===== src/rtl/uflow_pkg.sv =====
package uflow_pkg;

    localparam int PIX_W = 24;

    typedef logic [PIX_W-1:0] pix_t;

    localparam pix_t PIX_RED   = 24'hFF0000;
    localparam pix_t PIX_BLACK = 24'h000000;

    // Field positions inside a head's control word.
    localparam int EN_BIT   = 0;
    localparam int FLAG_BIT = 4;
    localparam int MODE_BIT = 8;

    // Kind of pixel currently held in a head's output register.
    typedef enum logic [1:0] {
        ST_BLANK   = 2'd0,
        ST_FLOW    = 2'd1,
        ST_STARVED = 2'd2
    } out_st_e;

    function automatic logic [31:0] pack_word(input logic en, input logic flag, input logic mode);
        logic [31:0] w;
        w           = '0;
        w[EN_BIT]   = en;
        w[FLAG_BIT] = flag;
        w[MODE_BIT] = mode;
        return w;
    endfunction

endpackage


===== src/rtl/uflow_head.sv =====
module uflow_head
    import uflow_pkg::*;
#(
    parameter int PW = PIX_W
) (
    input  logic          clk,
    input  logic          rst_n,
    input  logic          active,
    input  logic          fvalid,
    input  logic [PW-1:0] fdata,
    input  logic          mode_red,
    output logic          fready,
    output logic          starve_evt,
    output logic [PW-1:0] pix
);

    localparam logic [PW-1:0] RED_V   = PW'(PIX_RED);
    localparam logic [PW-1:0] BLACK_V = '0;

    out_st_e       state_q, state_d;
    logic [PW-1:0] last_q;
    logic          red_q;

    assign fready     = active;
    assign starve_evt = active && !fvalid;

    // next-state selection
    always_comb begin
        if (!active) begin
            state_d = ST_BLANK;
        end else if (fvalid) begin
            state_d = ST_FLOW;
        end else begin
            state_d = ST_STARVED;
        end
    end

    // state register plus captured pixel and mode
    always_ff @(posedge clk) begin
        if (!rst_n) begin
            state_q <= ST_BLANK;
            last_q  <= BLACK_V;
            red_q   <= 1'b0;
        end else begin
            state_q <= state_d;
            red_q   <= mode_red;
            if (active && fvalid) begin
                last_q <= fdata;
            end
        end
    end

    // output decode
    always_comb begin
        unique case (state_q)
            ST_BLANK:   pix = BLACK_V;
            ST_FLOW:    pix = last_q;
            ST_STARVED: pix = red_q ? RED_V : last_q;
            default:    pix = BLACK_V;
        endcase
    end

    a_r3_pass_through: assert property (@(posedge clk) disable iff (!rst_n)
        (active && fvalid) |=> (pix == $past(fdata)));

    a_r5_red_fill: assert property (@(posedge clk) disable iff (!rst_n)
        (active && !fvalid && mode_red) |=> (pix == RED_V));

    a_r4_repeat_hold: assert property (@(posedge clk) disable iff (!rst_n)
        (state_q == ST_STARVED && !red_q && active && !fvalid && !mode_red) |=> $stable(pix));

    a_r10_blank_out: assert property (@(posedge clk) disable iff (!rst_n)
        !active |=> (pix == BLACK_V));

endmodule


===== src/rtl/uflow_csr.sv =====
module uflow_csr
    import uflow_pkg::*;
#(
    parameter int                    NH         = 4,
    parameter int                    AW         = 13,
    parameter int                    STRIDE_LSB = 11,
    parameter logic [STRIDE_LSB-1:0] BASE_OFS   = 'h308
) (
    input  logic          clk,
    input  logic          rst_n,
    input  logic          bus_wen,
    input  logic          bus_ren,
    input  logic [AW-1:0] bus_addr,
    input  logic [31:0]   bus_wdata,
    output logic [31:0]   bus_rdata,
    input  logic [NH-1:0] evt,
    output logic [NH-1:0] en,
    output logic [NH-1:0] mode,
    output logic [NH-1:0] flag
);

    localparam int          IDX_W    = AW - STRIDE_LSB;
    localparam logic [31:0] RSV_MASK = ~((32'd1 << EN_BIT) | (32'd1 << FLAG_BIT) | (32'd1 << MODE_BIT));

    logic [IDX_W-1:0] a_idx;
    logic             a_ofs_hit;
    logic [NH-1:0]    hit;
    logic [NH-1:0]    en_q, mode_q, flag_q;
    logic [31:0]      rd_word;
    logic [31:0]      rdata_q;

    assign a_idx     = bus_addr[AW-1:STRIDE_LSB];
    assign a_ofs_hit = (bus_addr[STRIDE_LSB-1:0] == BASE_OFS);

    for (genvar h = 0; h < NH; h++) begin : g_word
        assign hit[h] = a_ofs_hit && (a_idx == IDX_W'(h));

        always_ff @(posedge clk) begin
            if (!rst_n) begin
                en_q[h]   <= 1'b0;
                mode_q[h] <= 1'b0;
                flag_q[h] <= 1'b0;
            end else begin
                if (bus_wen && hit[h]) begin
                    en_q[h]   <= bus_wdata[EN_BIT];
                    mode_q[h] <= bus_wdata[MODE_BIT];
                end
                if (evt[h] && en_q[h]) begin
                    flag_q[h] <= 1'b1;
                end else if (bus_wen && hit[h] && bus_wdata[FLAG_BIT]) begin
                    flag_q[h] <= 1'b0;
                end
            end
        end

        a_r7_no_record_when_off: assert property (@(posedge clk) disable iff (!rst_n)
            (!en_q[h] && !flag_q[h]) |=> !flag_q[h]);

        a_r8_set_wins: assert property (@(posedge clk) disable iff (!rst_n)
            (evt[h] && en_q[h]) |=> flag_q[h]);
    end

    always_comb begin
        rd_word = '0;
        for (int h = 0; h < NH; h++) begin
            if (hit[h]) begin
                rd_word = pack_word(en_q[h], flag_q[h], mode_q[h]);
            end
        end
    end

    always_ff @(posedge clk) begin
        if (!rst_n) begin
            rdata_q <= '0;
        end else if (bus_ren) begin
            rdata_q <= rd_word;
        end
    end

    assign bus_rdata = rdata_q;
    assign en        = en_q;
    assign mode      = mode_q;
    assign flag      = flag_q;

    a_r2_reserved_zero: assert property (@(posedge clk) disable iff (!rst_n)
        bus_ren |=> ((bus_rdata & RSV_MASK) == 32'd0));

    a_r2_read_hold: assert property (@(posedge clk) disable iff (!rst_n)
        !bus_ren |=> $stable(bus_rdata));

endmodule


===== src/rtl/uflow_guard.sv =====
module uflow_guard
    import uflow_pkg::*;
#(
    parameter int                    NH         = 4,
    parameter int                    PW         = PIX_W,
    parameter int                    AW         = 13,
    parameter int                    STRIDE_LSB = 11,
    parameter logic [STRIDE_LSB-1:0] BASE_OFS   = 'h308
) (
    input  logic             clk,
    input  logic             rst_n,
    input  logic             bus_wen,
    input  logic             bus_ren,
    input  logic [AW-1:0]    bus_addr,
    input  logic [31:0]      bus_wdata,
    output logic [31:0]      bus_rdata,
    input  logic [NH-1:0]    pix_active,
    input  logic [NH-1:0]    fifo_valid,
    output logic [NH-1:0]    fifo_ready,
    input  logic [NH*PW-1:0] fifo_data,
    output logic [NH*PW-1:0] pix_out,
    output logic [NH-1:0]    uflow_stat
);

    logic [NH-1:0] evt, en, mode, flag;

    uflow_csr #(
        .NH        (NH),
        .AW        (AW),
        .STRIDE_LSB(STRIDE_LSB),
        .BASE_OFS  (BASE_OFS)
    ) i_csr (
        .clk      (clk),
        .rst_n    (rst_n),
        .bus_wen  (bus_wen),
        .bus_ren  (bus_ren),
        .bus_addr (bus_addr),
        .bus_wdata(bus_wdata),
        .bus_rdata(bus_rdata),
        .evt      (evt),
        .en       (en),
        .mode     (mode),
        .flag     (flag)
    );

    for (genvar h = 0; h < NH; h++) begin : g_head
        uflow_head #(.PW(PW)) i_head (
            .clk       (clk),
            .rst_n     (rst_n),
            .active    (pix_active[h]),
            .fvalid    (fifo_valid[h]),
            .fdata     (fifo_data[h*PW +: PW]),
            .mode_red  (mode[h]),
            .fready    (fifo_ready[h]),
            .starve_evt(evt[h]),
            .pix       (pix_out[h*PW +: PW])
        );

        a_r6_fill_ignores_enable: assert property (@(posedge clk) disable iff (!rst_n)
            (pix_active[h] && !fifo_valid[h] && mode[h] && !en[h]) |=> (pix_out[h*PW +: PW] == PW'(PIX_RED)));
    end

    assign uflow_stat = flag;

endmodule


===== config.mk =====
export PLATFORM = sky130hd
export DESIGN_NAME = uflow_guard
export DESIGN_NICKNAME = d
export VERILOG_FILES = /design/src/rtl/uflow_pkg.sv /design/src/rtl/uflow_head.sv /design/src/rtl/uflow_csr.sv /design/src/rtl/uflow_guard.sv
export SDC_FILE = /design/constraint.sdc
export NUM_CORES = 1
export LEC_CHECK = 0
export ABC_AREA = 1
export BUFFER_PORTS_ARGS = -buffer_cell sky130_fd_sc_hd__buf_2
export CORE_MARGIN = 4
export CORE_UTILIZATION = 50
export CTS_CLUSTER_DIAMETER = 80
export DETAILED_ROUTE_END_ITERATION = 8
export GPL_TIMING_DRIVEN = 0
export PLACE_DENSITY = 0.86
export SLEW_MARGIN = 20
export SYNTH_ARGS = -nofsm -noshare
export SYNTH_HDL_FRONTEND = slang
export SYNTH_SLANG_ARGS = --single-unit

===== constraint.sdc =====
create_clock -name clk -period 3.2 [get_ports clk]
set_input_delay 0.32 -clock clk [delete_from_list [all_inputs] [get_ports clk]]
set_output_delay 0.32 -clock clk [all_outputs]
set_load 0.03 [all_outputs]

==> results of run 1 <==
==> registers in the layout (all words and copies together) (netlist names) <==
signal / count
g_head.i_head.state_q: 8
i_csr.flag: 4
g_head.i_head.red_q: 4
i_csr.bus_rdata: 3
i_csr.en: 4
g_head.i_head.last_q: 96
i_csr.mode: 4
==> path summary, 6_finish.rpt <==
check | start | to | slack, ns | cells past startpoint
setup reg to reg | i_csr.en[1]$_SDFFE_PN0P_ | i_csr.bus_rdata[0]$_SDFFE_PN0P_ | 2.40 | 4
setup / recovery | g_head[2].i_head.state_q[0]$_SDFF_PN0_ | pix_out[61] | 0.81 | 7
hold reg to reg | i_csr.mode[3]$_SDFFE_PN0P_ | g_head[3].i_head.red_q$_SDFF_PN0_ | 0.45 | 2
hold / removal | fifo_valid[1] | g_head[1].i_head.state_q[1]$_SDFF_PN0_ | 0.09 | 2
==> kinds of logic (layout without fill, tap and decap cells) <==
logic type,count (synthesis),count (layout),synth area share (%)
flops,123,123,42.1
compound gates,150,150,13.1
fa+ha+maj,8,8,1.71
simple gates,405,405,32.0
buf+inv,124,385,10.9
other cells,1,29,0.0642
==> worst max-delay path: stages (launching register included) <==
cell and delay, ns:
dfxtp_1 0.33, inv_1 0.05, ha_1 0.18, buf_2 0.17, a21oi_2 0.35, buf_2 0.29
nor3b_1 0.09, buf_2 0.20
==> power by group through the flow <==
stage	Sequential, mW	Combinational (mW)	Clock (mW)
final	1.67	0.521	2.04
after global routing	1.67	0.584	2.14
after floorplan	1.69	0.356	0
after detailed placement	1.70	0.516	0
after global placement	1.69	0.507	0
after CTS	1.66	0.519	2.07
==> through the flow <==
stage | cell area (sq um) | cells
6_report | 7900 | 1243
2_1_floorplan | 5950 | 839
5_1_grt | 7900 | 1243
3_5_place_dp | 7280 | 1211
4_1_cts | 7900 | 1243
3_3_place_gp | 7280 | 1211
==> cells in the final DEF, fill, tap and decap left out, types with 2 or more instances in the layout <==
cell,synthesis,layout
inv_1,35,35
nor3_1,31,31
buf_4,33,33
nand3_1,4,4
nor3b_1,64,64
nand4_1,13,13
o21ai_0,105,105
clkbuf_1,22,28
buf_2,27,256
nand2_1,37,37
conb_1,1,29
nor2_2,2,2
clkbuf_16,0,17
bufinv_16,0,5
a21oi_2,4,4
dfxtp_1,123,123
a21oi_1,40,40
ha_1,8,8
clkinv_2,0,3
nor2_1,251,251
clkbuf_2,3,3
==> area by class of cell <==
class	instances	area, sq um	share of cell area, %
plain buffers	88	503	6.36
well taps	143	179	2.26
clock buffers	24	462	5.84
clock inverters	8	165	2.09
repair buffers	229	1150	14.5
multi-input cells	592	2850	36.1
inverters	36	135	1.71
flip-flops and latches	123	2460	31.2
==> metal layers <==
layer	GRT usage [%]	vias up	part of all wire, %
li1	-	3152	-
met3	4.61	30	6.3
met5	0	-	0
met4	10.9	0	2.2
met2	41.4	239	49
met1	29.4	2804	42
==> reports/summary.txt, run 1 <==
Status: complete, no violations
Post-route core utilization: 69.2%
Max Clk Rate: 419 MHz
Vias in the first global route: 5,788
Syn Area/Cell: 7.21 sq um
CTS max path bufs: 2
Routed Antenna Nets: 0
First-pass GRT wire length: 26,100 um
HPWL after DPL: 12,400 um
All-Layer GR Usage: 24.1%
Core area: 11,400 sq um
CP Capture Type: output port
Post-synthesis sequential area ratio: 42.1%
Worst slack at placement: 1.26 ns
Final setup violation count: 0
Synth top cells by count: nor2_1, dfxtp_1, o21ai_0
Total Wirelength: 16,700 um
Die area: 13,500 sq um
Post-Synthesis Cell Area: 5850 sq um
H-tree lvl count: 4
Number of flops mapped to enable cells by yosys: 0
Final Skew: 0.00301 ns
CP Launch Type: flip-flop
Residual DRC count: 0
Most frequent cell after synthesis: nor2_1
Max_slew headroom: 61.7%
Worst hold margin: 0.0940 ns
Post-CTS Setup Repair Bufs: 0
CP required: 2.88 ns
Setup CP Type: reg -> out
WL per Instance: 13.4 um
Cts bufs inserted: 17
Maxcap violations: 0
Critical path arrival: 2.07 ns
IO Port Bufs: 229
Worst-path fanout max: 10
Yosys reg bits: 123
Combinational power share: 12.3%
Worst-Margin Slew: 0.574 ns
Die H: 116 um
Clk sinks: 123
Initial DRC count: 440
Mapped Cells: 811
Pre-Repair DR Iteration Count: 6
Largest net degree at the start of global routing: 17
Synth Flop Type: dfxtp_1
Vias: 6,225
Max Transition Viols Final: 0
Leak: 3.74 nW
# IOs: 289
Yosys top cell by area: dfxtp_1
Antenna violations before repair: 0
RSZ-0062 raised after global routing: false
CTS tree: built
Initial core utilization: 51.2%
Final Hold Vio Count: 0
Root Buffer: clkbuf_16
Hold_buf cts: 0
Syn. warnings: 0
Avg Vias per Cell: 5.01
CTS resizes: 0
HP Class: in -> reg
# fillers: 1,005
Synth area leaders: dfxtp_1, nor2_1, o21ai_0, nor3b_1, buf_4
Setup_tns: 0 ns
Rows: 39
Die Wd: 116 um
Total Power: 4.23 mW
Area growth, synth to finish: 35.2%
Clk network pwr share: 48.3%
Clk_lat worst skew: 0.40 ns
Switching power: 1.01 mW
Flop pwr share: 39.4%
Worst VDD drop: 0.000289 V
Yosys top cell area share: 42.1%
Nets: 1,248
Sw frac: 23.9%
Synth unique cells: 26
Clock-pin slew on the worst setup and hold paths: 0.05 ns
Final Cycle Share: 74.6%
Final Worst Setup Slack: 0.814 ns
Ant diodes: 0
Power Internal: 3.22 mW
Pwr/cell area: 535 nW/um^2
Final min period: 2.39 ns
Placer Congestion: 0.895
GRT overflow: 0
Asr flop ratio synth: 0%
Layout cells sized above 1: 30.0%
Note: power is estimated with default switching activity, not from simulation.
==> run 2: changes to the inputs <==
- ABC_AREA: 1 -> 0
- CORE_UTILIZATION: 50 -> 46
- PLACE_DENSITY: 0.86 -> 0.8
- clock period: 3.2 -> 2.2 ns (I/O delays scaled with it)
==> run 2 against run 1 <==
Net effect:
- first-iteration DRC count decreased by 31%
- synthesized area up 0.15%
- final cell count down 3.6%
- clock skew decreased by 0.0021 ns
- cell area grew 1.7%
- critical path depth is 1 lower
- non-clock buffer count decreased by 8
- worst setup slack got worse by 0.69 ns
- register-to-register slack lost 1.2 ns
- critical path type unchanged
==> reports/summary.txt, run 2 <==
Status: complete, no violations
Mapped Cells: 743 (-8.4%)
H-tree lvl count: 4 (unchanged)
Residual DRC count: 0 (unchanged)
Worst hold margin: 0.0387 ns (-0.0553 ns)
Worst-path fanout max: 10 (unchanged)
Vias in the first global route: 5,474 (-5.4%)
Worst Reg-to-Reg Cells: 3 (-1)
Avg Vias per Cell: 4.73 (-5.5%)
Die Wd: 121 um (+4.0%)
Most frequent cell after synthesis: nand2_1
Leak: 3.84 nW (+2.9%)
Nets: 1,179 (-5.5%)
Worst VDD drop: 0.000644 V (+120%)
Clock-pin slew on the worst setup and hold paths: 0.05 ns (about the same)
Maxcap violations: 0 (unchanged)
Multi-input combinational cell area: 3020 sq um (+5.8%)
Antenna violations before repair: 1 (+1)
CTS tree: built
Final Cell Area: 8030 sq um (+1.7%)
Clk sinks: 123 (unchanged)
Final Cycle Share: 94.6%
All-Layer GR Usage: 22.3% (-1.8 points)
Asr flop ratio synth: 0% (unchanged)
Syn Area/Cell: 7.88 sq um (+9.3%)
Initial core utilization: 47.9% (-3.3 points)
Synth unique cells: 32 (+23%)
Rows: 40 (+2.6%)
Register Area: 2460 sq um (unchanged)
Max reg flops: 96 (unchanged)
Worst-Margin Slew: 0.824 ns (+0.250 ns)
Core area: 12,200 sq um (+6.9%)
HP Class: in -> reg
Root Buffer: clkbuf_16
Initial DRC count: 303 (-31%)
Pwr/cell area: 751 nW/um^2 (+40%)
Pre-Repair DR Iteration Count: 4 (-2)
Placer Congestion: 0.786 (-12%)
CP Launch Type: flip-flop
# IOs: 289 (unchanged)
Commonest non-fill, non-tap cell in the layout: nand2_1
Largest net degree at the start of global routing: 17 (unchanged)
# fillers: 1,107 (+10%)
Synth Flop Type: dfxtp_1
Max_slew headroom: 44.3% (-17 points)
Routed Antenna Nets: 0 (unchanged)
Syn. warnings: 0 (unchanged)
Regs by FF count: g_head.i_head.last_q: 96 flops, g_head.i_head.state_q: 8 flops
Most frequent cells in the layout: nand2_1, buf_2, dfxtp_1
Post-synthesis sequential area ratio: 42.1% (-0.063 points)
HPWL after DPL: 12,400 um (about the same)
Clk_lat worst skew: 0.41 ns (about the same)
Synth area leaders: dfxtp_1, nand2_1, a21boi_0, and2_1, buf_4
Critical path arrival: 1.86 ns (-0.21 ns)
Biggest register: g_head.i_head.last_q
WHS Path Cells: 2 (unchanged)
Hold Path End: g_head[1].i_head.state_q[1]$_SDFF_PN0_
CP required: 1.98 ns (-0.90 ns)
Post-Synthesis Cell Area: 5850 sq um (+0.15%)
Cts bufs inserted: 17 (unchanged)
Number of flops mapped to enable cells by yosys: 0 (unchanged)
Highest routed layer: met5
CP Capture Type: output port
IO Port Bufs: 230 (+0.44%)
GRT overflow: 0 (unchanged)
First-pass GRT wire length: 26,100 um (-0.34%)
Metal2 WL: 8180 um (-0.92%)
Area growth, synth to finish: 37.2%
RSZ-0062 raised after global routing: false
Metal1 wirelength: 6900 um (-1.8%)
Max Clk Rate: 481 MHz
HP Start: fifo_valid[1]
FF-to-FF Start: i_csr.mode[2]$_SDFFE_PN0P_
Layout cells sized above 1: 32.0% (+2.0 points)
Dpl cell area: 7320 sq um (+0.62%)
Total Wirelength: 16,600 um (-0.70%)
Vias: 5,667 (-9.0%)
Die H: 121 um (+4.0%)
Yosys top cell by area: dfxtp_1
CTS max path bufs: 2 (unchanged)
Final setup violation count: 0 (unchanged)
WL per Instance: 13.9 um (+3.0%)
R2r endpoint: i_csr.bus_rdata[8]$_SDFFE_PN0P_
Final Hold Vio Count: 0 (unchanged)
Yosys reg bits: 123 (unchanged)
Synth top cells by count: nand2_1, dfxtp_1, a21boi_0
Final min period: 2.08 ns
WL met3: 1270 um (+20%)
Yosys top cell area share: 42.1% (-0.063 points)
Ant diodes: 0 (unchanged)
Max Transition Viols Final: 0 (unchanged)
Die area: 14,600 sq um (+8.2%)
Final Skew: 0.000943 ns (-0.00206 ns)
Setup CP Type: reg -> out
R2R setup slack: 1.16 ns (-1.24 ns)
[run 2: final cells by class]
type                       instances  share of cell area [%]
buffer                            74                    5.36
clock buffer                      24                    6.12
clock inverter                     7                    1.99
inverter                          19                   0.888
multi-input combinational        548                    37.5
sequential                       123                    30.6
tap                              168                    2.62
timing repair buffer             235                    14.8
[run 2: through the flow]
step | total power [mW] | setup slack, ns | std cells | utilization, % | TNS (ns)
finish | 6.03 | 0.119 | 1198 | 65.8 | 0
detailed placement | 2.99 | -0.0304 | 1169 | 59.9 | -0.144
global placement | 2.98 | -0.0470 | 1169 | 59.9 | -0.256
CTS | 6.07 | 0.00974 | 1201 | 65.8 | 0
floorplan | 2.77 | 0.387 | 771 | - | 0
global route | 6.25 | 0.00504 | 1198 | 65.8 | 0
[run 2: critical path: stages, from the launching register on]
cell	delay, ns
dfxtp_1	0.34
inv_1	0.05
ha_2	0.35
a21oi_2	0.15
clkbuf_4	0.21
and2_1	0.15
buf_2	0.20
[run 2: report_power, final]
group / switching, mW / leakage (nW) / total [mW] / internal (mW)
Clock: 0.950 / 0.320 / 3.07 / 2.12
Combinational: 0.357 / 2.52 / 0.606 / 0.249
Sequential: 0.0379 / 1.00 / 2.35 / 2.32
[run 2: worst max-delay path by stage]
stage	from	endpoint	slack, ns	cells past startpoint
after detailed placement	g_head[0].i_head.state_q[0]$_SDFF_PN0_	pix_out[6]	-0.03	7
after CTS	g_head[0].i_head.state_q[0]$_SDFF_PN0_	pix_out[6]	0.01	6
after floorplan	g_head[0].i_head.state_q[0]$_SDFF_PN0_	pix_out[10]	0.39	6
after global placement	g_head[0].i_head.state_q[0]$_SDFF_PN0_	pix_out[6]	-0.05	7
final	g_head[0].i_head.state_q[0]$_SDFF_PN0_	pix_out[7]	0.12	6
after global routing	g_head[1].i_head.state_q[0]$_SDFF_PN0_	pix_out[33]	0.005	6
[run 2: logic make-up after synthesis]
logic type                 after synthesis  synth area share (%)
and+or+nand+nor                        357                  28.1
AOI/OAI and AO/OA                      143                  16.6
DFF                                    123                  42.1
buffers and inverters                  100                  8.89
muxes                                   11                  2.52
adders and majority gates                8                  1.71
other                                    1                0.0641
[run 2: per-layer routing]
layer,GRT usage (%),vias up
met5,0,-
met4,8.22,2
met3,7.48,24
met2,38.7,199
met1,25.5,2553
li1,-,2889
[run 2: timing repair]
| item | 4_1_cts | 5_1_grt |
|---|---|---|
| hold endpoints to repair | 1 | 0 |
| gates cloned | 0 | 0 |
| pin swaps | 0 | 0 |
| gates resized for setup | 11 | 5 |
| hold buffers | 1 | 0 |
| setup buffers | 4 | 0 |
| setup endpoints to repair | 64 | 56 |
